<file path="config.mk">
export PLATFORM = sky130hd
export DESIGN_NAME = clksrc_ctrl
export DESIGN_NICKNAME = d
export VERILOG_FILES = /design/src/rtl/clksrc_pkg.sv /design/src/rtl/csrc_startup.sv /design/src/rtl/csrc_range.sv /design/src/rtl/clksrc_ctrl.sv
export SDC_FILE = /design/constraint.sdc
export NUM_CORES = 1
export LEC_CHECK = 0
export BUFFER_PORTS_ARGS = -buffer_cell sky130_fd_sc_hd__buf_2
export CORE_AREA = 2 2 76 78
export DETAILED_ROUTE_END_ITERATION = 7
export DIE_AREA = 0 0 78 80
export GPL_ROUTABILITY_DRIVEN = 0
export HOLD_SLACK_MARGIN = 0.05
export PLACE_DENSITY = 0.71
export SETUP_SLACK_MARGIN = 0.15
export SLEW_MARGIN = 25
export SYNTH_ARGS = -nofsm -noshare
export SYNTH_HDL_FRONTEND = slang
export SYNTH_HIERARCHICAL = 1
export SYNTH_SLANG_ARGS = --single-unit
</file>
<file path="constraint.sdc">
create_clock -name clk -period 4.14 [get_ports clk]
set_input_delay 0.828 -clock clk [delete_from_list [all_inputs] [get_ports clk]]
set_output_delay 0.828 -clock clk [all_outputs]
set_load 0.01 [all_outputs]
</file>
<file path="src/rtl/clksrc_pkg.sv">
package clksrc_pkg;

    localparam int NUM_SRC = 4;

    typedef enum logic [1:0] {
        SRC_SLOW = 2'd0,
        SRC_FAST = 2'd1,
        SRC_XOSC = 2'd2,
        SRC_PLL  = 2'd3
    } src_id_e;

    typedef enum logic [2:0] {
        PM_RUN     = 3'd0,
        PM_STOP    = 3'd1,
        PM_VLPSTOP = 3'd2,
        PM_LLSTOP  = 3'd3,
        PM_VLLSTOP = 3'd4
    } pmode_e;

    typedef struct packed {
        logic en;
        logic sten;
        logic lpen;
    } src_ctl_t;

    // Decide whether a source keeps running in the given power state.
    function automatic logic src_keep(src_id_e id, logic [2:0] mode, src_ctl_t c);
        logic kept;
        kept = 1'b0;
        case (mode)
            3'd0:    kept = 1'b1;
            3'd1:    kept = c.sten;
            3'd2:    kept = c.sten & c.lpen & ((id == SRC_SLOW) | (id == SRC_XOSC));
            3'd3:    kept = c.sten & c.lpen & (id == SRC_XOSC);
            default: kept = 1'b0;
        endcase
        return c.en & kept;
    endfunction

endpackage

</file>
<file path="src/rtl/csrc_startup.sv">
module csrc_startup #(
    parameter int STARTUP_CYC = 64
) (
    input  logic clk,
    input  logic rst,
    input  logic req,
    input  logic rdy,
    output logic valid
);
    localparam int CW = $clog2(STARTUP_CYC + 1);
    localparam logic [CW-1:0] LIMIT = CW'(STARTUP_CYC);

    logic [CW-1:0] cnt;
    logic [CW-1:0] cnt_nx;
    logic          run;

    assign run    = req & rdy;
    assign cnt_nx = (cnt == LIMIT) ? cnt : cnt + 1'b1;

    always_ff @(posedge clk) begin
        if (rst) begin
            cnt   <= '0;
            valid <= 1'b0;
        end else if (!run) begin
            cnt   <= '0;
            valid <= 1'b0;
        end else begin
            cnt   <= cnt_nx;
            valid <= (cnt_nx == LIMIT);
        end
    end

    // a cycle without request or ready clears the flag
    a_r4_valid_clears: assert property (@(posedge clk) disable iff (rst)
        !(req && rdy) |=> !valid);

    // the flag only rises after a requested, ready cycle
    a_r3_valid_rise: assert property (@(posedge clk) disable iff (rst)
        $rose(valid) |-> $past(req && rdy));

endmodule

</file>
<file path="src/rtl/csrc_range.sv">
module csrc_range #(
    parameter int RANGE_W = 2
) (
    input  logic               clk,
    input  logic               rst,
    input  logic               en,
    input  logic               wr,
    input  logic [RANGE_W-1:0] wdata,
    output logic [RANGE_W-1:0] q
);
    always_ff @(posedge clk) begin
        if (rst) begin
            q <= '0;
        end else if (wr && !en) begin
            q <= wdata;
        end
    end

    // the setting is frozen while the source is enabled
    a_r5_range_frozen: assert property (@(posedge clk) disable iff (rst)
        en |=> $stable(q));

endmodule

</file>
<file path="src/rtl/clksrc_ctrl.sv">
module clksrc_ctrl
    import clksrc_pkg::*;
#(
    parameter int STARTUP_CYC = 64,
    parameter int RANGE_W     = 2
) (
    input  logic                       clk,
    input  logic                       rst,
    input  logic [2:0]                 stop_mode,
    input  logic [NUM_SRC-1:0]         src_en,
    input  logic [NUM_SRC-1:0]         src_sten,
    input  logic [NUM_SRC-1:0]         src_lpen,
    input  logic [NUM_SRC-1:0]         osc_rdy,
    input  logic [NUM_SRC-1:0]         range_wr,
    input  logic [RANGE_W-1:0]         range_wdata,
    output logic [NUM_SRC-1:0]         run_req,
    output logic [NUM_SRC-1:0]         src_valid,
    output logic [NUM_SRC-1:0]         clk_avail,
    output logic [NUM_SRC*RANGE_W-1:0] range_q
);

    for (genvar g = 0; g < NUM_SRC; g++) begin : g_src
        src_ctl_t ctl;
        assign ctl.en   = src_en[g];
        assign ctl.sten = src_sten[g];
        assign ctl.lpen = src_lpen[g];

        assign run_req[g]   = src_keep(src_id_e'(2'(g)), stop_mode, ctl);
        assign clk_avail[g] = run_req[g] & src_valid[g];

        csrc_startup #(.STARTUP_CYC(STARTUP_CYC)) u_startup (
            .clk   (clk),
            .rst   (rst),
            .req   (run_req[g]),
            .rdy   (osc_rdy[g]),
            .valid (src_valid[g])
        );

        csrc_range #(.RANGE_W(RANGE_W)) u_range (
            .clk   (clk),
            .rst   (rst),
            .en    (src_en[g]),
            .wr    (range_wr[g]),
            .wdata (range_wdata),
            .q     (range_q[g*RANGE_W +: RANGE_W])
        );
    end

    // nothing runs in the deepest stop or unused codes
    a_r9_deep_off: assert property (@(posedge clk) disable iff (rst)
        (stop_mode >= 3'd4) |-> (run_req == '0));

    // fast RC and PLL run only in run mode or normal stop
    a_r7_fast_pll_mode: assert property (@(posedge clk) disable iff (rst)
        (run_req[1] || run_req[3]) |-> (stop_mode <= 3'd1));

    // slow RC never requested beyond very-low-power stop
    a_r6_slow_mode: assert property (@(posedge clk) disable iff (rst)
        run_req[0] |-> (stop_mode <= 3'd2));

    // external oscillator in low-power stops needs its low-power bit
    a_r8_xosc_lp: assert property (@(posedge clk) disable iff (rst)
        (run_req[2] && (stop_mode == 3'd2 || stop_mode == 3'd3)) |-> src_lpen[2]);

    // no request without enable
    a_r2_req_needs_en: assert property (@(posedge clk) disable iff (rst)
        (run_req & ~src_en) == '0);

endmodule

</file>
# [Word-level counts from Yosys, hierarchy flattened]
# Cells that the tools add are included.
[classes] add_sub_neg=4 multipliers=0 n_div=0 order_cmp=0 n_eq_ne=11 shifts=0 mux=8 bitwise_logic=18 n_reduce_logical=14
[op_table] cell="7-bit equality test (second input constant)" count=8
[op_table] cell="7-bit by 1-bit adder with 7-bit output (second input constant)" count=4
[op_table] cell="7-bit 2-to-1 mux" count=4
[op_table] cell="1-bit AND" count=14
[op_table] cell="2-bit OR reduction" count=5
[op_table] cell="3-bit by 2-bit equality test with 1-bit output (second input constant)" count=2
[op_table] cell="1-bit case mux with 3 select lines" count=2
[op_table] cell="1-bit logical AND" count=4
[op_table] cell="1-bit logical NOT" count=4
[op_table] cell="1-bit inverter" count=4
[op_table] cell="1-bit case mux with 2 select lines" count=2
[op_table] cell="3-bit by 1-bit equality test with 1-bit output (second input constant)" count=1
[op_table] cell="3-bit logical NOT" count=1
[word_totals] reg_bits=40 latch_bits=0 ramBits=0 rom_bits=0 n_memories=0

# [Logic depth before layout (Yosys ltp)]
[depth] word_depth=7 depth_mapped=7 mapped_depth_nobuf=7

# [Modules after synthesis]
# Netlist, hierarchy kept.
[by_module_without_submodules] mod="csrc_startup" instances=4 cells_per_inst=42 area_per_inst_um2=401.6 seq_area_each_um2=160.2
[by_module_without_submodules] mod="csrc_range" instances=4 cells_per_inst=9 area_per_inst_um2=102.6 seq_area_each_um2=40.0
[by_module_without_submodules] mod="clksrc_ctrl" instances=1 cells_per_inst=17 area_per_inst_um2=107.6 seq_area_each_um2=0.0

# [Worst setup path before layout]
# Ideal clock, no wire load.
[synth_timing] kind="input to register" start="input stop_mode[0]" end="register g_src[2].u_startup.valid" setup_time_ns=0.061 arrival_time_ns=2.303 required_ns=4.079 setup_slack_ns=1.776 path_stages=7 path_cell_list="nor2b_1 -> a2bb2oi_1 -> nor3b_1 -> nand3b_1 -> a311oi_1 -> a41o_2 -> and4bb_1"
[synth_via] elab_chain_len=7 elab_cells_between_ends=10 classes_between="3 x eq/ne; 1 x mux; 3 x bitwise; 3 x reduce/logical"
[synth_rtl] element="from (decl)" line="clksrc_ctrl.sv:9" text="input logic [2:0] stop_mode,"
[synth_rtl] element="3-bit by 2-bit equality test with 1-bit output, on equally long branches"
[synth_rtl] element="2-bit OR reduction (no source line)"
[synth_rtl] element="1-bit case mux with 3 select lines (*)" line="clksrc_pkg.sv:30" text="case (mode)"
[synth_rtl] element="1-bit AND (*)" line="clksrc_pkg.sv:37" text="return c.en & kept;"
[synth_rtl] element="named net run_req[2]" line="clksrc_ctrl.sv:16" text="output logic [NUM_SRC-1:0] run_req,"
[synth_rtl] element="1-bit AND (*)" line="csrc_startup.sv:17" text="assign run = req & rdy;"
[synth_rtl] element="1-bit inverter (no source line) (*)"
[synth_rtl] element="2-bit OR reduction (no source line) (*)"
[synth_rtl] element="to (signal assigned)" line="csrc_startup.sv:29" text="valid <= (cnt_nx == LIMIT);"
[synth_rtl] element="to (decl)" line="csrc_startup.sv:8" text="output logic valid"
# The timed path passes the listed nets; every way through them passes the cells marked *.
# A chain may end at the register's enable or synchronous reset.

# [Final worst setup path]
[layout_timing] start="input stop_mode[0]" end="output run_req[2]"
[layout_via] elab_chain_len=4 elab_cells_between_ends=7 classes_between="3 x eq/ne; 1 x mux; 1 x bitwise; 2 x reduce/logical"
[layout_rtl] element="3-bit by 2-bit equality test with 1-bit output, on equally long branches"
[layout_rtl] element="2-bit OR reduction (no source line)"
[layout_rtl] element="1-bit case mux with 3 select lines (*)" line="clksrc_pkg.sv:30"
[layout_rtl] element="1-bit AND (*)" line="clksrc_pkg.sv:37"
[layout_rtl] element="to (decl)" line="clksrc_ctrl.sv:16"
# Mark *: on every way between the ends. The rest lies on a longest branch, timed or not.

==> run summary <==
Status - finished clean
Post-Syn Area - 2120 µm²
Share of layout cells above drive strength 1 - 25.3%
TritonCTS clock tree - done
Endpoints failing hold - 0
Initial DRC Count - 43
EDFF count, synth - 0
Async SR Flop Fraction - 0%
CTS clk-pin slew, worst paths - 0.08 ns
Initial core utilization - 39.3%
Die X - 78 µm
Post-layout util - 46.3%
Clock buffer depth - 2
Sum of negative setup slack - 0 ns
TritonCTS Buffers - 5
Final Cycle Share - 63.4%
Diodes inserted - 0
Max VDD drop - 0.153 mV
Placed cells - 333
Final #Nets - 303
I/O pin total - 47
Relative slew slack - 71.5%
Setup crit end kind - output port
Vias in the first global route - 1630
CTS Hold Bufs - 0
Worst setup path class - in2out
Fin crit period - 2.63 ns
Final Max Slew Viols - 0
YS warnings - 6
Global-route wire length before repair - 7200 µm
Post-route design area - 2500 µm²
#FFs+latches synth - 40
Vias/cell - 4.94
Total track usage - 14.3%
Root Buffer - clkbuf_8
Die Height - 80 µm
Fill cell count - 537
Top cell type's share of synthesized area - 37.7%
RSZ-0062 raised after global routing - no
Critical Path RT - 3.31 ns
CTS resizes - 0
Area taken by multi-input logic gates - 1240 µm²
Power density cells - 281 nW/µm²
Post-synth top cells - dfxtp_1, nor2_1, inv_1, xnor2_1, nor3_1
DR pass1 iterations - 4
Top post-synthesis cells by area - dfxtp_1, xnor2_1, nand4bb_1, ha_1, nor2_1
Non-Filler Instances - 341
Sequential cell area - 801 µm²
Syn_nets - 256
Critical Path Source Type - primary input
LEAKAGE - 0.000988 µW
Floorplan core area - 5410 µm²
Setup violations, final - 0
Latest clock arrival within the worst-skew pair - 0.30 ns
Residual DRC - 0
Largest net degree at the start of global routing - 21
Post-synth top flop - dfxtp_1
Vias after detailed routing - 1685
Seq/Total Area, Yosys - 37.7%
Post-synth top area cell - dfxtp_1
Wire per inst - 12.2 µm
Crit Path Max Fanout - 5
Placement Cell Area - 2410 µm²
Worst Hold Class - reg2reg
Total congestion overflow - 0
WL final - 4170 µm
Initial antenna violation count - 0
Antenna viol nets, final - 0
Mapped Avg Cell Area - 9.61 µm²
# rows - 27
H-tree depth - 2
Die area - 6240 µm²
Fmax - 381 MHz
Count leader, synth - dfxtp_1
Hpwl dp - 3110 µm
Clock sinks - 40
Synth unique cells - 30
Postcts setup bufs - 0
I/O Buffers - 44
Area Overhead vs Synth - 17.8%
Number of max-cap violations - 0
Worst Tran Pin Value - 0.425 ns
Clock Skews - 0.0138 ns
Gate Count Post-Synth - 221
Critical path arrival - 1.80 ns
-- cell type report --
class                   count  share of cell area, %
clock buffers               5                   2.75
multi-input cells         161                   49.7
well taps                  72                   3.60
flip-flops and latches     40                   32.0
repair buffers             44                   8.80
clock inverters             3                  0.750
inverters                  16                   2.40
-- through the flow --
stage | hold WS [ns] | worst slack (ns) | power (µW)
after global routing | 0.494 | 1.38 | 738
after floorplan | 0.486 | 1.78 | 426
final | 0.470 | 1.51 | 704
after CTS | 0.475 | 1.50 | 712
after detailed placement | 0.461 | 1.49 | 454
after global placement | 0.454 | 1.46 | 453
-- path summary, 6_finish.rpt --
| path | from | to | slack [ns] | cells past startpoint |
|---|---|---|---|---|
| min | g_src[0].u_range/q[0] | g_src[0].u_range/q[0] | 0.47 | 2 |
| max | stop_mode[0] | run_req[2] | 1.51 | 5 |
| min reg2reg | g_src[0].u_range/q[0] | g_src[0].u_range/q[0] | 0.47 | 2 |
| max reg2reg | g_src[2].u_startup/cnt[0] | g_src[2].u_startup/valid | 2.56 | 6 |
-- critical path, cell delays in order --
cell and delay [ns]:
buf_2 0.13, nor2b_1 0.13, a2bb2oi_1 0.14, nor3b_1 0.36, buf_2 0.21
-- layout by cell type, fill, tap and decap left out, types with 8 or more instances in the layout --
master,count
buf_2,44
nand3_1,12
nand4bb_1,12
xnor2_1,16
inv_1,16
nand2b_1,10
nor3_1,13
ha_1,8
dfxtp_1,40
xor2_1,8
nor2_1,21
-- power by group --
group,switching [µW],internal [µW]
Sequential,2.67,389
Clock,141,118
Combinational,26.7,26.7
Total,171,533
-- registers in the layout (all words and copies together) (netlist names) --
register,cells
g_src.u_range/q,8
g_src.u_startup/cnt,28
g_src.u_startup/valid,4
-- cells by family (layout without fill, tap and decap cells) --
logic type                 Yosys count  count (layout)  synth area share [%]
and+or+nand+nor                    103             103                  33.1
DFF                                 40              40                  37.7
xor gates and xnor gates            24              24                  9.89
AOI/OAI and AO/OA                   22              22                  8.95
buffers and inverters               20              68                  3.77
adders and majority gates            8               8                  4.71
muxes                                4               4                  1.88
-- layer usage --
metal | part of all wire [%] | GRT usage [%] | vias up
li1 | - | - | 876
met5 | 0 | 0 | -
met2 | 42 | 23.8 | 46
met4 | 1.3 | 4.74 | 0
met1 | 51 | 18.0 | 757
met3 | 5.6 | 3.73 | 6
(Power assumes the default switching activity.)
